`src/rtl/ucfsm_pkg.sv`:
```
package ucfsm_pkg;
  // Default geometry of the table-driven state machine.
  localparam int unsigned DEF_STATE_W = 2;
  localparam int unsigned DEF_IN_W    = 2;
  localparam int unsigned DEF_OUT_W   = 4;

  // Code the machine returns to on reset.
  localparam int unsigned START_CODE  = 0;
endpackage

```
`src/rtl/ucfsm_addr.sv`:
```
module ucfsm_addr #(
  parameter int unsigned STATE_W = 2,
  parameter int unsigned IN_W    = 2,
  localparam int unsigned AW     = STATE_W + IN_W
) (
  input  logic [IN_W-1:0]    in_bits,
  input  logic [STATE_W-1:0] state,
  output logic [AW-1:0]      addr
);
  // inputs form the high part of the address, state the low part.
  always_comb begin
    addr = {in_bits, state};
  end
endmodule

```
`src/rtl/ucfsm_table.sv`:
```
module ucfsm_table #(
  parameter int unsigned AW = 4,
  parameter int unsigned DW = 6,
  localparam int unsigned DEPTH = 1 << AW
) (
  input  logic          clk,
  input  logic          srst,
  input  logic          en,
  input  logic          lock,
  input  logic [AW-1:0] raddr,
  input  logic          we,
  input  logic [AW-1:0] waddr,
  input  logic [DW-1:0] wdata,
  output logic [DW-1:0] rq
);
  logic [DW-1:0] mem [DEPTH];

  // Write side: accepted only while the machine is stopped.
  always_ff @(posedge clk) begin
    if (we && !lock) begin
      mem[waddr] <= wdata;
    end
  end

  // Read side: output register with synchronous reset and clock enable.
  // This register is the state register of the machine.
  always_ff @(posedge clk) begin
    if (srst) begin
      rq <= '0;
    end else if (en) begin
      rq <= mem[raddr];
    end
  end

  a_r5_reset_clears: assert property (@(posedge clk)
    srst |=> rq == '0);

  a_r6_idle_holds: assert property (@(posedge clk) disable iff (srst)
    !en |=> $stable(rq));

  a_r3_lookup_word: assert property (@(posedge clk) disable iff (srst)
    en && !we |=> rq == $past(mem[raddr]));

  a_r7_locked_write: assert property (@(posedge clk)
    we && lock |=> mem[$past(waddr)] == $past(mem[waddr]));

  a_r8_write_lands: assert property (@(posedge clk)
    we && !lock |=> mem[$past(waddr)] == $past(wdata));
endmodule

```
`src/rtl/ucfsm_split.sv`:
```
module ucfsm_split #(
  parameter int unsigned STATE_W = 2,
  parameter int unsigned OUT_W   = 4,
  localparam int unsigned DW     = STATE_W + OUT_W
) (
  input  logic [DW-1:0]      word,
  output logic [STATE_W-1:0] state,
  output logic [OUT_W-1:0]   outs
);
  // next-state field in the low bits, outputs above it.
  always_comb begin
    state = word[STATE_W-1:0];
    outs  = word[DW-1:STATE_W];
  end
endmodule

```
`src/rtl/ucfsm_engine.sv`:
```
module ucfsm_engine
  import ucfsm_pkg::*;
#(
  parameter int unsigned STATE_W = DEF_STATE_W,
  parameter int unsigned IN_W    = DEF_IN_W,
  parameter int unsigned OUT_W   = DEF_OUT_W,
  localparam int unsigned AW     = STATE_W + IN_W,
  localparam int unsigned DW     = STATE_W + OUT_W
) (
  input  logic               clk,
  input  logic               rst,
  input  logic               run,
  input  logic [IN_W-1:0]    in_bits,
  input  logic               we,
  input  logic [AW-1:0]      waddr,
  input  logic [DW-1:0]      wdata,
  output logic [STATE_W-1:0] state_o,
  output logic [OUT_W-1:0]   out_o
);
  logic [AW-1:0]      look_addr;
  logic [DW-1:0]      cur_word;
  logic [STATE_W-1:0] cur_state;
  logic [OUT_W-1:0]   cur_outs;

  ucfsm_addr #(.STATE_W(STATE_W), .IN_W(IN_W)) u_addr (
    .in_bits (in_bits),
    .state   (cur_state),
    .addr    (look_addr)
  );

  ucfsm_table #(.AW(AW), .DW(DW)) u_table (
    .clk   (clk),
    .srst  (rst),
    .en    (run),
    .lock  (run),
    .raddr (look_addr),
    .we    (we),
    .waddr (waddr),
    .wdata (wdata),
    .rq    (cur_word)
  );

  ucfsm_split #(.STATE_W(STATE_W), .OUT_W(OUT_W)) u_split (
    .word  (cur_word),
    .state (cur_state),
    .outs  (cur_outs)
  );

  assign state_o = cur_state;
  assign out_o   = cur_outs;

  a_r5_start_state: assert property (@(posedge clk)
    rst |=> state_o == STATE_W'(START_CODE) && out_o == '0);

  a_r6_outputs_hold: assert property (@(posedge clk) disable iff (rst)
    !run |=> $stable(state_o) && $stable(out_o));
endmodule

```
`config.mk`:
```
export PLATFORM = sky130hd
export DESIGN_NAME = ucfsm_engine
export DESIGN_NICKNAME = d
export VERILOG_FILES = /design/src/rtl/ucfsm_pkg.sv /design/src/rtl/ucfsm_addr.sv /design/src/rtl/ucfsm_table.sv /design/src/rtl/ucfsm_split.sv /design/src/rtl/ucfsm_engine.sv
export SDC_FILE = /design/constraint.sdc
export NUM_CORES = 1
export LEC_CHECK = 0
export BUFFER_PORTS_ARGS = -buffer_cell sky130_fd_sc_hd__buf_2
export CORE_MARGIN = 3
export CORE_UTILIZATION = 40
export CTS_CLUSTER_DIAMETER = 50
export DETAILED_ROUTE_END_ITERATION = 8
export GPL_ROUTABILITY_DRIVEN = 0
export SLEW_MARGIN = 25
export SYNTH_ARGS = -nofsm -noshare
export SYNTH_HDL_FRONTEND = slang
export SYNTH_SLANG_ARGS = --single-unit
```
`constraint.sdc`:
```
create_clock -name clk -period 2.45 [get_ports clk]
set_input_delay 0.245 -clock clk [delete_from_list [all_inputs] [get_ports clk]]
set_output_delay 0.245 -clock clk [all_outputs]
set_load 0.05 [all_outputs]
```
# ---- Word level (Yosys, flattened, before mapping)
# Memories as Yosys holds them, arrays and structs flattened. A register that Yosys moved wholly into a read port is not among the register bits.
# Cells that the tools add are included.
# W data, S select, Z words.
dict set report word_totals {
  ff_bits 0
  ramBits 96
  inputBits 16
  output_inout_bits 6
  memories 1
}
dict set report classes {
  mux 2
  reduce_logical 2
}
# name words word_bits rd rd_clocked_by_memory_dff wr line_no
set memory_table {}
lappend memory_table {u_table.mem 16 6 1 1 1 ucfsm_table.sv:16} ;# logic [DW-1:0] mem [DEPTH];
# op count
set op_table {}
lappend op_table {{$mux W1} 2}
lappend op_table {{$logic_and A1 B1 Y1} 1}
lappend op_table {{$logic_not A1 Y1} 1}

# ---- Longest topological paths before layout
dict set report depth {
  depth_word 4
  mapped_depth 7
  depth_no_buf 4
}

# ---- By module
# Synthesis repeated with hierarchy kept, for this count alone.
dict set report hier_totals {
  hier_cells 264
  area_unflattened_um2 4130.2
}
# module n_inst cells_per_inst area_per_inst_um2
set by_module_without_submodules {}
lappend by_module_without_submodules {ucfsm_table 1 254 4055.1}
lappend by_module_without_submodules {ucfsm_split 1 6 45.0}
lappend by_module_without_submodules {ucfsm_addr 1 4 30.0}

# ---- Worst setup path before layout
# Ideal clock, no wire load.
dict set report synth_timing {
  path_kind {reg-to-reg}
  from {reg u_table.rq[1], read port of u_table.mem}
  to {reg u_table.rq[0], read port of u_table.mem}
  setup_ps 116
  t_arrival_ps 1755
  required_ps 2334
  path_slack_ps 579
  path_stages_with_launch 6
  n_path_buf 1
  synth_period_minus_slack_ps 1871
  path_cell_list {dfxtp_1 buf_2 mux4_2 mux2i_1 a21oi_1 a41o_1}
}
# item line_no
set synth_rtl {}
lappend synth_rtl {{from (decl)} ucfsm_table.sv:14} ;# output logic [DW-1:0] rq

==> summary.txt <==
Run status
  • Outcome: finished, final reports clean

Die
  • Core area: around 9500 µm²
  • DIE AREA: around 11000 µm²
  • Rows: 35
  • Initial Util: 0.4229
  • Die Wd: about 110 µm
  • Die Span Y: roughly 110 µm
  • Io pins: 22

Synth
  • Cell taking the most area after synthesis: edfxtp_1
  • Synth top area share: 0.7207
  • Avg Cell Area, Syn: approximately 17 µm²
  • Mapped Area: approximately 4000 µm²
  • FF+latch count, synth: 102
  • Synth area leaders: edfxtp_1 72%, mux2i_1 9.5%, mux4_2 3.4%
  • Yosys cell types: 24
  • Synth Net Count: around 250
  • Post-Synthesis Cells: between 200 and 250
  • Post-synthesis sequential area ratio: 0.7507
  • Warnings from Yosys: 0

STA
  • Worst slew pin tran: between 0.7 and 0.8 ns
  • Slew HR: 0.4731
  • Max Clk Rate: 0.5802 GHz
  • Final Skew: between 0.008 and 0.009 ns
  • Fin crit share: 0.7035
  • Setup Viol. Count Final: 0
  • Fin worst setup slack: roughly 0.73 ns
  • Final Hold Vio Count: 0
  • Unrepaired setup endpoints after global routing: no
  • Final setup TNS: 0 ns
  • Worst hold slack: 0.1436 ns
  • Post-route minimum period: 1.724 ns
  • Max Slew Vio Count: 0

Finish
  • Nets: approximately 280
  • Final Core Density: 0.4709
  • Fillers: roughly 840
  • Antenna Cells: 0
  • Most frequent cells in the layout: 96 x edfxtp_1, 38 x mux2i_1, 21 x buf_2
  • Syn-to-layout area delta: 11.35%
  • Commonest non-fill, non-tap cell in the layout: edfxtp_1
  • Layout cells sized above 1: 0.1889

Route
  • Total routed wirelength: about 8 mm
  • DRT antenna net count: 0
  • DRT iter0 DRCs: ~160
  • Remaining DRCs: 0
  • Vias per cell: about 5.3
  • Drt first pass iters: 5
  • WL/cell: approximately 20 µm
  • Vias: ~2100

Pwr
  • Worst IR drop on VDD: approximately 0.31 mV
  • LEAKAGE: 0.001535 µW
  • Pwr Total: ~3200 µW
  • PwrDens: about 710 nW/µm²

Setup path
  • CP max-delay cell: mux4_2
  • CP Capture Type: register
  • Worst EP required: 2.70 ns
  • Critical Path Fanout Max: 9
  • Delay of the slowest critical-path stage: between 0.5 and 0.6 ns
  • Critical path, cell by cell: mux4_2, mux2i_1, a21oi_1, a41o_1
  • Critical Path AT: approximately 2 ns
  • Kind of cell adding the most delay to the critical path: multiplexers
  • Buf/Inv on CP: 0
  • Startpoint Class: register
  • Crit Path Category: register to register

Clocking
  • Worst skew pair latency: about 0.35 ns
  • CTS tree: yes
  • # clock sinks: approximately 100
  • Cts hold-fix bufs: 0
  • CTS max path bufs: 2
  • CTS HTree Levels: 3
  • Num CTS Buffers: 9
  • Post_cts resized: 0
  • Post-CTS Setup Bufs: 0
  • Reg clk slew, reported paths: approximately 0.090 ns
  • CTS Root Cell: clkbuf_8

Place
  • Port bufs: 21
  • Dpl hpwl: between 5 and 6 mm
  • Worst slack at placement: slightly below 0.6 ns

Global routing
  • Global-route wire length before repair: between 10 and 15 mm
  • Largest net degree at the start of global routing: 17
  • Grt ovf: 0
  • Initial antenna violation count: 0
  • Total track usage: 0.1507
  • Met3 Usage GRT: 0.03400
  • GRT met1 Usage: 0.2237
  • Grt met2 use: 0.2158
  • GRT Max-Usage Layer: met1
  • Vias in the first global route: about 2100

Run
  • MaxCap Viol Count: 0

Worst hold path
  • Worst Hold Class: primary input to register
## through the flow
stage | cells | cell area (µm²)
2_1_floorplan | 235 | 4000
3_3_place_gp | 384 | 4275
3_5_place_dp | 384 | 4275
4_1_cts | 399 | 4454
5_1_grt | 399 | 4454
6_report | 399 | 4454
## sequential cells by signal, indices dropped and copies added, names as in the netlist
| register | flops |
|---|---|
| u_table.rq | 6 |
| u_table.mem | 96 |
## cell type report
type / count / area (µm²) / area share
clock inverters: 5 / 51.30 / 0.01152
clock buffers: 10 / 127.6 / 0.02865
well taps: 129 / 161.4 / 0.03624
repair buffers: 30 / 172.7 / 0.03876
inverters: 1 / 3.754 / 0.0008427
multi-input cells: 122 / 934.6 / 0.2098
flip-flops and latches: 102 / 3003 / 0.6742
## report_power, final
part | internal, µW | switching, µW | leakage (µW)
logic | 79.9 | 166 | 0.000531
registers | 1930 | 17.2 | 0.000914
clock network | 460 | 514 | 0.0000896
total | 2470 | 698 | 0.00153
## kinds of logic (layout without fill, tap and decap cells)
| family | Yosys count | count (layout) | synth area share |
|---|---|---|---|
| buffers and inverters | 11 | 46 | 0.01564 |
| flip-flops | 102 | 102 | 0.7507 |
| multiplexers | 45 | 45 | 0.1317 |
| AO/OA/AOI/OAI | 17 | 17 | 0.03159 |
| AND/OR/NAND/NOR | 60 | 60 | 0.07038 |
## Yosys cell counts
master,n
buf_4,5
buf_2,2
buf_1,3
or3_1,1
nand2b_1,4
o21ai_1,1
mux4_2,6
edfxtp_1,96
inv_1,1
or3b_2,1
and2_1,1
o41ai_1,1
nand3_1,8
nor2_1,16
a22oi_1,13
mux2i_1,38
nor3_1,5
a21oi_1,1
a41o_1,1
dfxtp_1,6
mux2_2,1
nand4_1,5
nor2b_1,3
nand2_1,16
## final timing paths
check	endpoint	slack (ns)	cells after the start	from
hold / removal	u_table.rq[1]	0.14	2	rst
hold reg to reg	u_table.rq[4]	0.46	2	u_table.rq[4]
setup reg to reg	u_table.rq[0]	0.73	4	u_table.rq[1]
setup / recovery	u_table.rq[0]	0.73	4	u_table.rq[1]
## routing by layer
| metal | up-vias | part of all wire |
|---|---|---|
| met3 | 11 | 0.064 |
| li1 | 978 | - |
| met2 | 78 | 0.45 |
| met5 | - | 0 |
| met1 | 1066 | 0.47 |
| met4 | 0 | 0.014 |
Power figures use the tool's default switching activity.
